### src/rtl/flashGuardPkg.sv
package flashGuardPkg;
  localparam int REGION_CNT = 5;
  typedef logic [2:0] regionT;
  localparam regionT NO_REGION = 3'd7;

  typedef struct packed {
    logic capture;
    logic idle;
    logic markViol;
  } ctrlStrobeT;
endpackage

### src/rtl/fgRegionDecode.sv
module fgRegionDecode
  import flashGuardPkg::*;
#(
  parameter int ADDR_W = 16,
  parameter int FLASH_KB = 32,
  parameter int BOOT_BYTES = 2048,
  parameter int BLOCK_BYTES = 8192
) (
  input  logic [ADDR_W-1:0] addr,
  output regionT            region,
  output logic              inRange
);
  localparam int LIMIT = FLASH_KB * 1024;
  localparam int SHIFT = $clog2(BLOCK_BYTES);

  logic [31:0] wideAddr;
  logic [31:0] blockNum;

  always_comb begin
    wideAddr = 32'(addr);
    blockNum = wideAddr >> SHIFT;
    inRange  = wideAddr < 32'(LIMIT);
    if (!inRange)
      region = NO_REGION;
    else if (wideAddr < 32'(BOOT_BYTES))
      region = 3'd0;
    else if (blockNum == 32'd0)
      region = 3'd1;
    else
      region = regionT'(blockNum + 32'd1);
  end
endmodule

### src/rtl/fgControl.sv
module fgControl
  import flashGuardPkg::*;
(
  input  logic       clk,
  input  logic       rstN,
  input  logic       reqValid,
  input  logic       reqWrite,
  input  logic       allowNow,
  output ctrlStrobeT strobe
);
  always_comb begin
    strobe.capture  = reqValid;
    strobe.idle     = !reqValid;
    strobe.markViol = reqValid && reqWrite && !allowNow;
  end

  // only a write can raise the violation strobe
  a_r9_viol_write_only: assert property (@(posedge clk) disable iff (!rstN)
    strobe.markViol |-> reqWrite);
endmodule

### src/rtl/fgDatapath.sv
module fgDatapath
  import flashGuardPkg::*;
#(
  parameter int ADDR_W = 16,
  parameter int FLASH_KB = 32
) (
  input  logic              clk,
  input  logic              rstN,
  input  ctrlStrobeT        strobe,
  input  logic              reqValid,
  input  logic              reqSpace,
  input  logic              reqWrite,
  input  logic              reqExt,
  input  logic [ADDR_W-1:0] reqAddr,
  input  logic [ADDR_W-1:0] pcAddr,
  input  logic [REGION_CNT-1:0] cpBits,
  input  logic [REGION_CNT-1:0] wrtBits,
  input  logic [REGION_CNT-1:0] ebtrBits,
  input  logic              eepCp,
  input  logic              eepWrt,
  output logic              allowNow,
  output logic              grant,
  output logic              zeroData,
  output regionT            regionIdx,
  output logic              violation
);
  localparam int PAD = 8 - REGION_CNT;

  regionT tgtRegion, pcRegion, shownRegion;
  logic   tgtIn, pcIn, zeroNow;
  logic [7:0] cpPad, wrtPad, ebtrPad;

  for (genvar g = 0; g < 2; g++) begin : g_dec
    if (g == 0) begin : g_tgt
      fgRegionDecode #(.ADDR_W(ADDR_W), .FLASH_KB(FLASH_KB)) u_dec (
        .addr(reqAddr), .region(tgtRegion), .inRange(tgtIn));
    end else begin : g_pc
      fgRegionDecode #(.ADDR_W(ADDR_W), .FLASH_KB(FLASH_KB)) u_dec (
        .addr(pcAddr), .region(pcRegion), .inRange(pcIn));
    end
  end

  assign cpPad   = {{PAD{1'b0}}, cpBits};
  assign wrtPad  = {{PAD{1'b0}}, wrtBits};
  assign ebtrPad = {{PAD{1'b0}}, ebtrBits};

  always_comb begin
    allowNow    = 1'b0;
    zeroNow     = 1'b0;
    shownRegion = NO_REGION;
    if (!reqSpace) begin
      if (tgtIn) begin
        shownRegion = tgtRegion;
        if (reqExt)
          allowNow = cpPad[tgtRegion];
        else if (reqWrite)
          allowNow = wrtPad[tgtRegion];
        else if (ebtrPad[tgtRegion] || (pcIn && pcRegion == tgtRegion))
          allowNow = 1'b1;
        else
          zeroNow = 1'b1;
      end
    end else begin
      if (reqExt)
        allowNow = eepCp && (!reqWrite || eepWrt);
      else
        allowNow = !reqWrite || eepWrt;
    end
  end

  always_ff @(posedge clk or negedge rstN) begin
    if (!rstN) begin
      grant     <= 1'b0;
      zeroData  <= 1'b0;
      regionIdx <= NO_REGION;
    end else if (strobe.capture) begin
      grant     <= allowNow;
      zeroData  <= zeroNow;
      regionIdx <= shownRegion;
    end else if (strobe.idle) begin
      grant     <= 1'b0;
      zeroData  <= 1'b0;
      regionIdx <= NO_REGION;
    end
  end

  always_ff @(posedge clk or negedge rstN) begin
    if (!rstN)
      violation <= 1'b0;
    else if (strobe.markViol)
      violation <= 1'b1;
  end

  // grant and zero substitution are exclusive
  a_r10_exclusive: assert property (@(posedge clk) disable iff (!rstN)
    !(grant && zeroData));
  // violation is sticky
  a_r9_sticky: assert property (@(posedge clk) disable iff (!rstN)
    violation |=> violation);
  // idle cycle gives neutral outputs
  a_r2_idle: assert property (@(posedge clk) disable iff (!rstN)
    !reqValid |=> (!grant && !zeroData && regionIdx == NO_REGION));
  // out-of-range flash denied
  a_r7_range: assert property (@(posedge clk) disable iff (!rstN)
    (reqValid && !reqSpace && !tgtIn) |=> (!grant && !zeroData && regionIdx == NO_REGION));
  // CPU EEPROM read always allowed
  a_r8_eep_read: assert property (@(posedge clk) disable iff (!rstN)
    (reqValid && reqSpace && !reqWrite && !reqExt) |=> grant);
  // internal read with open cross-region lock granted regardless of cpBits
  a_r3_cp_ignored: assert property (@(posedge clk) disable iff (!rstN)
    (reqValid && !reqSpace && !reqExt && !reqWrite && tgtIn && ebtrPad[tgtRegion]) |=> grant);
endmodule

### src/rtl/flashGuard.sv
module flashGuard
  import flashGuardPkg::*;
#(
  parameter int ADDR_W = 16,
  parameter int FLASH_KB = 32
) (
  input  logic              clk,
  input  logic              rstN,
  input  logic              reqValid,
  input  logic              reqSpace,
  input  logic              reqWrite,
  input  logic              reqExt,
  input  logic [ADDR_W-1:0] reqAddr,
  input  logic [ADDR_W-1:0] pcAddr,
  input  logic [4:0]        cpBits,
  input  logic [4:0]        wrtBits,
  input  logic [4:0]        ebtrBits,
  input  logic              eepCp,
  input  logic              eepWrt,
  output logic              grant,
  output logic              zeroData,
  output logic [2:0]        regionIdx,
  output logic              violation
);
  ctrlStrobeT strobe;
  logic       allowNow;

  fgControl u_ctrl (
    .clk(clk), .rstN(rstN), .reqValid(reqValid), .reqWrite(reqWrite),
    .allowNow(allowNow), .strobe(strobe));

  fgDatapath #(.ADDR_W(ADDR_W), .FLASH_KB(FLASH_KB)) u_dp (
    .clk(clk), .rstN(rstN), .strobe(strobe), .reqValid(reqValid),
    .reqSpace(reqSpace), .reqWrite(reqWrite), .reqExt(reqExt),
    .reqAddr(reqAddr), .pcAddr(pcAddr), .cpBits(cpBits), .wrtBits(wrtBits),
    .ebtrBits(ebtrBits), .eepCp(eepCp), .eepWrt(eepWrt),
    .allowNow(allowNow), .grant(grant), .zeroData(zeroData),
    .regionIdx(regionIdx), .violation(violation));
endmodule

### config.mk
export PLATFORM = sky130hd
export DESIGN_NAME = flashGuard
export DESIGN_NICKNAME = d
export VERILOG_FILES = /design/src/rtl/flashGuardPkg.sv /design/src/rtl/fgRegionDecode.sv /design/src/rtl/fgControl.sv /design/src/rtl/fgDatapath.sv /design/src/rtl/flashGuard.sv
export SDC_FILE = /design/constraint.sdc
export NUM_CORES = 1
export LEC_CHECK = 0
export BUFFER_PORTS_ARGS = -buffer_cell sky130_fd_sc_hd__buf_2
export CAP_MARGIN = 20
export CORE_MARGIN = 5
export CORE_UTILIZATION = 38
export CTS_CLUSTER_DIAMETER = 40
export DETAILED_ROUTE_END_ITERATION = 12
export PLACE_DENSITY = 0.8
export SYNTH_ARGS = -nofsm -noshare
export SYNTH_HDL_FRONTEND = slang
export SYNTH_SLANG_ARGS = --single-unit
### constraint.sdc
create_clock -name clk -period 1.2 [get_ports clk]
set_clock_uncertainty 0.15 [all_clocks]
set_input_delay 0.36 -clock clk [delete_from_list [all_inputs] [get_ports clk]]
set_output_delay 0.36 -clock clk [all_outputs]
set_load 0.05 [all_outputs]
### After elaboration in Yosys (flattened, before gate mapping)

Index checks and enable logic that the tools add are counted.

* bits in registers: 6
* bits of input ports: 55
* word-level logic and storage cells: 50

* add/subtract/negate cells: 2
* order comparisons: 5
* eq/ne operators: 1
* mux-type cells: 28
* reductions and logical operators: 10

Operator list (number)
* 32-bit logical NOT: 2
* 16-bit by 12-bit less-than comparator with 1-bit output, second input constant: 2
* 16-bit less-than comparator, second input constant: 2
* 3-bit two-way mux: 9
* 1-bit two-way mux: 16
* 1-bit binary-select mux with 3-bit select: 3
* 3-bit by 1-bit adder with 3-bit output, second input constant: 2
* 1-bit logical AND: 4
* 3-bit by 4-bit less-than comparator with 1-bit output, second input constant: 1
* 3-bit == test: 1
* 1-bit logical NOT: 2
* 1-bit logical OR: 2

### Longest topological paths before layout

* depth after elaboration: 14
* mapped depth: 8
* gate-level depth less buffers: 8

### Hierarchy

A second synthesis with hierarchy kept.

* cells, all modules: 75
* area, all modules: 680.7 um^2

By module, submodules not included
* fgDatapath: times used 1, cells each 50, area each 493.0 um^2, seq. area each 153.9 um^2
* fgRegionDecode: times used 2, cells each 11, area each 83.8 um^2, seq. area each 0.0 um^2
* fgControl: times used 1, cells each 3, area each 20.0 um^2, seq. area each 0.0 um^2

### Worst setup path before layout

OpenSTA, ideal clock, no wires.

* path type: input-to-reg
* from: input port reqAddr[13]
* to: register u_dp.grant
* library setup time: 120 ps
* arrival time: 2059 ps
* required time: 930 ps
* setup slack: -1129 ps
* cell stages on the path: 8
* path buffers: 0
* cell sequence: inv_1 -> ha_1 -> or3b_2 -> or2_2 -> a221o_1 -> a21oi_1 -> a211oi_2 -> and3_1

* cells in the longest elaborated chain, start to end: 13
* elaborated cells on any way between the ends: 22
* those cells by class: add/sub: 1; order compare: 2; eq/ne: 1; mux: 15; reduce/logical: 3

RTL lines
* start, declared: RTL line flashGuard.sv:13 `input logic [ADDR_W-1:0] reqAddr,`
* branches (longest 10 deep; another with 16-bit by 12-bit less-than comparator with 1-bit output)
* 1-bit two-way mux (*): RTL line fgDatapath.sv:52 `if (tgtIn) begin`
* 1-bit two-way mux (*): RTL line fgDatapath.sv:51 `if (!reqSpace) begin`
* 1-bit two-way mux (*): RTL line fgDatapath.sv:76 `end else if (strobe.capture) begin`
* end signal, assigned: RTL line fgDatapath.sv:77 `grant <= allowNow;`
* end, declared: RTL line fgDatapath.sv:22 `output logic grant,`

Every way passes the cells marked *. The select of a mux whose other input is x is not followed.
A chain may end at the register's enable or synchronous reset.

### Worst setup path in the final report

Ends and elaborated chain as after synthesis.

==> Flow_metrics.wiki <==
{| class="wikitable"
! Metric !! Value
|-
| Worst stage delay on the critical path || 520 ps
|-
| Detailed Routing Iterations Pass 1 || 4
|-
| Minimum period implied by the final worst setup slack || 2250 ps
|-
| Vias in the first global route || 911
|-
| Worst Max-Slew Pin Slew || 348 ps
|-
| Total wire length after detailed routing || 2610 um
|-
| Post-layout total power || 0.838 mW
|-
| Top_reg_cell synth || sky130_fd_sc_hd__dfstp_2
|-
| Drt initial violations || 8
|-
| Clk_lat worst skew || 240 ps
|-
| Last weighted congestion value of the routability-driven placer || 0.874
|-
| Total number of vias || 962
|-
| Max Root-Sink Buffers || 2
|-
| Pin count of the biggest net entering global routing || 11
|-
| Path class of the lowest-slack min-delay path || in2reg
|-
| Share of the yosys chip area belonging to registers || 0.212
|-
| Cell area after layout || 0.00135 mm2
|-
| Number of warning messages in the yosys log || 0
|-
| Average wire per cell in the routed design || 14.6 um
|-
| Final number of setup-violating endpoints || 12
|-
| Final Hold Violating Endpoints || 0
|-
| Logic depth of the worst path, buffers included || 9
|-
| Total of buffers placed on input and output ports || 38
|-
| Clock Sink Count || 6
|-
| Chip height || 53.7 um
|-
| Number of nets still failing antenna checks after routing || 0
|-
| Setup WS post-layout || -1050 ps
|-
| Biggest fanout along the worst timing path || 4
|-
| Worst max-slew margin expressed relative to the limit || 0.766
|-
| Count of nets after finishing || 214
|-
| Cells on worst reg2reg path || 3
|-
| H-tree Lvls || 1
|-
| CTS root buf || sky130_fd_sc_hd__clkbuf_4
|-
| Antenna violations before repair || 0
|-
| Inserted Clock Buffers || 3
|-
| Total Routing Usage GR || 0.168
|-
| Area overhead of the layout relative to synthesis || 86.4%
|-
| Status || complete, but fails checks
|-
| Power density over the cells || 620 mW/mm2
|-
| I/O pins || 61
|-
| Site Rows || 15
|-
| Global-route wire length before repair || 3650 um
|-
| Violated checks || setup timing
|-
| Yosys reg bits || 6
|-
| Syn_nets || 147
|-
| Bufs and invs on worst path || 2
|-
| CP cell instances || buf_8 -> inv_4 -> ha_4 -> or4bb_1 -> a21oi_2 -> o211ai_1 -> a211o_1 -> a211oi_2 -> and3_1
|-
| Initial Utilization || 0.411
|-
| Critical Path Sink Type || register
|-
| Core occupancy in the finished layout || 0.767
|-
| Largest delay share family, worst path || compound AO/OA/AOI/OAI gates
|-
| Pleak || 0.626 nW
|-
| Die Wd || 53.7 um
|-
| DRC violation count after routing || 0
|-
| Worst path slowest cell || sky130_fd_sc_hd__or4bb_1
|-
| Post-DP Area || 0.00113 mm2
|-
| Cell count after synthesis || 88
|-
| Type of the worst setup path || in2reg
|-
| Clock tree from TritonCTS || yes
|-
| Share of flip-flops with an asynchronous set or reset after synthesis || 1.00
|-
| Worst Setup Start Kind || primary input
|-
| Number of antenna cells inserted || 0
|-
| Register clock-pin slew on the reported worst setup and hold paths || 50 ps
|-
| Per-instance average area after synthesis || 8.25 um2
|-
| Max Slew Vio Count || 0
|-
| Core Box Area || 0.00176 mm2
|-
| Highest ir drop seen on vdd || 0.000375 V
|-
| Floorplan die area || 0.00288 mm2
|-
| Max-cap viol count || 0
|-
| Upper clock frequency limit || 444 MHz
|-
| Via-to-Cell Ratio || 5.37
|-
| Distinct cell type count after synthesis || 38
|-
| Number of cells on the worst hold path || 2
|-
| Post-route fraction of the period consumed by the critical path || 1.88
|-
| Arrival time of data at the critical path endpoint || 2280 ps
|-
| RSZ-0062 raised after global routing || true
|-
| Number of enable flip-flop cells after synthesis || 0
|-
| HPWL after detailed placement || 1980 um
|-
| Required time of the critical path || 1230 ps
|-
| Global route total overflow || 0
|-
| Share of cells above drive strength 1 || 0.617
|-
| Final worst hold slack || 256 ps
|-
| Post-synth design cell area || 726 um2
|}
-- report_power, final --
part           switching (mW)  total (mW)  internal (mW)
Combinational           0.195       0.426          0.232
Clock                  0.0703       0.196          0.126
Sequential            0.00348       0.216          0.212
-- through the flow --
step                      setup TNS (ps)  std cells  setup slack [ps]
after CTS                          -4510        177             -1000
after detailed placement           -5690        172             -1360
after floorplan                    -3910         88             -1110
after global routing               -4940        179             -1150
final                              -4500        179             -1050
after global placement             -5380        172             -1260
-- cells by family after synthesis --
logic type | Yosys count | synth area share
AOI/OAI and AO/OA | 31 | 0.317
xor gates and xnor gates | 1 | 0.0121
adders and majority gates | 4 | 0.0690
buffers and inverters | 9 | 0.0569
DFF | 6 | 0.212
and+or+nand+nor | 37 | 0.333
-- metal layers --
metal / vias up / global-route usage / part of all wire
li1: 474 / - / -
met2: 27 / 0.351 / 0.58
met4: 0 / 0.0383 / 0
met3: 0 / 0.0139 / 0.051
met1: 461 / 0.174 / 0.37
met5: - / 0 / 0
-- cell type report --
cell class,count,area (um2)
inverter,7,33.8
clock buffer,4,26.3
multi-input combinational,73,613
timing repair buffer,64,494
tap,25,31.3
sequential,6,154
fill,138,412
-- layout by cell type, fill, tap and decap left out, drive strengths merged, types with 4 or more instances in the layout --
cell    instances
buf            63
a21oi           9
inv             7
nand2           6
nor3b           4
o21ai           4
and3            4
clkbuf          4
a211oi          4
ha              4
-- path summary, 6_finish.rpt --
| kind | start | slack, ps | to |
|---|---|---|---|
| max | reqAddr[13] | -1050 | u_dp.grant |
| min | reqValid | 260 | u_dp.grant |
| max reg2reg | u_dp.violation | 150 | u_dp.violation |
| min reg2reg | u_dp.violation | 560 | u_dp.violation |
| max in group asynchronous | rstN | 360 | u_dp.regionIdx[1] |
| min in group asynchronous | rstN | 310 | u_dp.zeroData |
-- synth_stat cells, types with 2 or more instances --
cell	number	area (um2)
sky130_fd_sc_hd__o311a_1	2	20.0
sky130_fd_sc_hd__and3_1	4	25.0
sky130_fd_sc_hd__ha_1	4	50.1
sky130_fd_sc_hd__nand3_1	2	10.0
sky130_fd_sc_hd__dfrtp_1	3	75.1
sky130_fd_sc_hd__o21ai_0	4	20.0
sky130_fd_sc_hd__a211oi_1	3	22.5
sky130_fd_sc_hd__or2_2	2	12.5
sky130_fd_sc_hd__a211o_1	3	26.3
sky130_fd_sc_hd__nand2_1	6	22.5
sky130_fd_sc_hd__nand2b_1	3	18.8
sky130_fd_sc_hd__dfstp_2	3	78.8
sky130_fd_sc_hd__nor3_1	2	10.0
sky130_fd_sc_hd__nor3b_1	4	30.0
sky130_fd_sc_hd__nor2b_1	3	18.8
sky130_fd_sc_hd__a21oi_1	9	45.0
sky130_fd_sc_hd__inv_1	7	26.3
sky130_fd_sc_hd__nor4_1	2	12.5
sky130_fd_sc_hd__o211ai_1	2	15.0
sky130_fd_sc_hd__or4bb_1	2	22.5
-- state kept, by name (all words and copies together), names as in the netlist --
name and count:
u_dp.regionIdx 3, u_dp.zeroData 1, u_dp.violation 1, u_dp.grant 1
-- repair_timing --
action                     CTS  global route
gates resized for setup     27            24
setup endpoints to repair   12            12
setup buffers                0             2
hold buffers                 1             0
pin swaps                    9            11
hold endpoints to repair     6             0
Power figures use the tool's default switching activity.
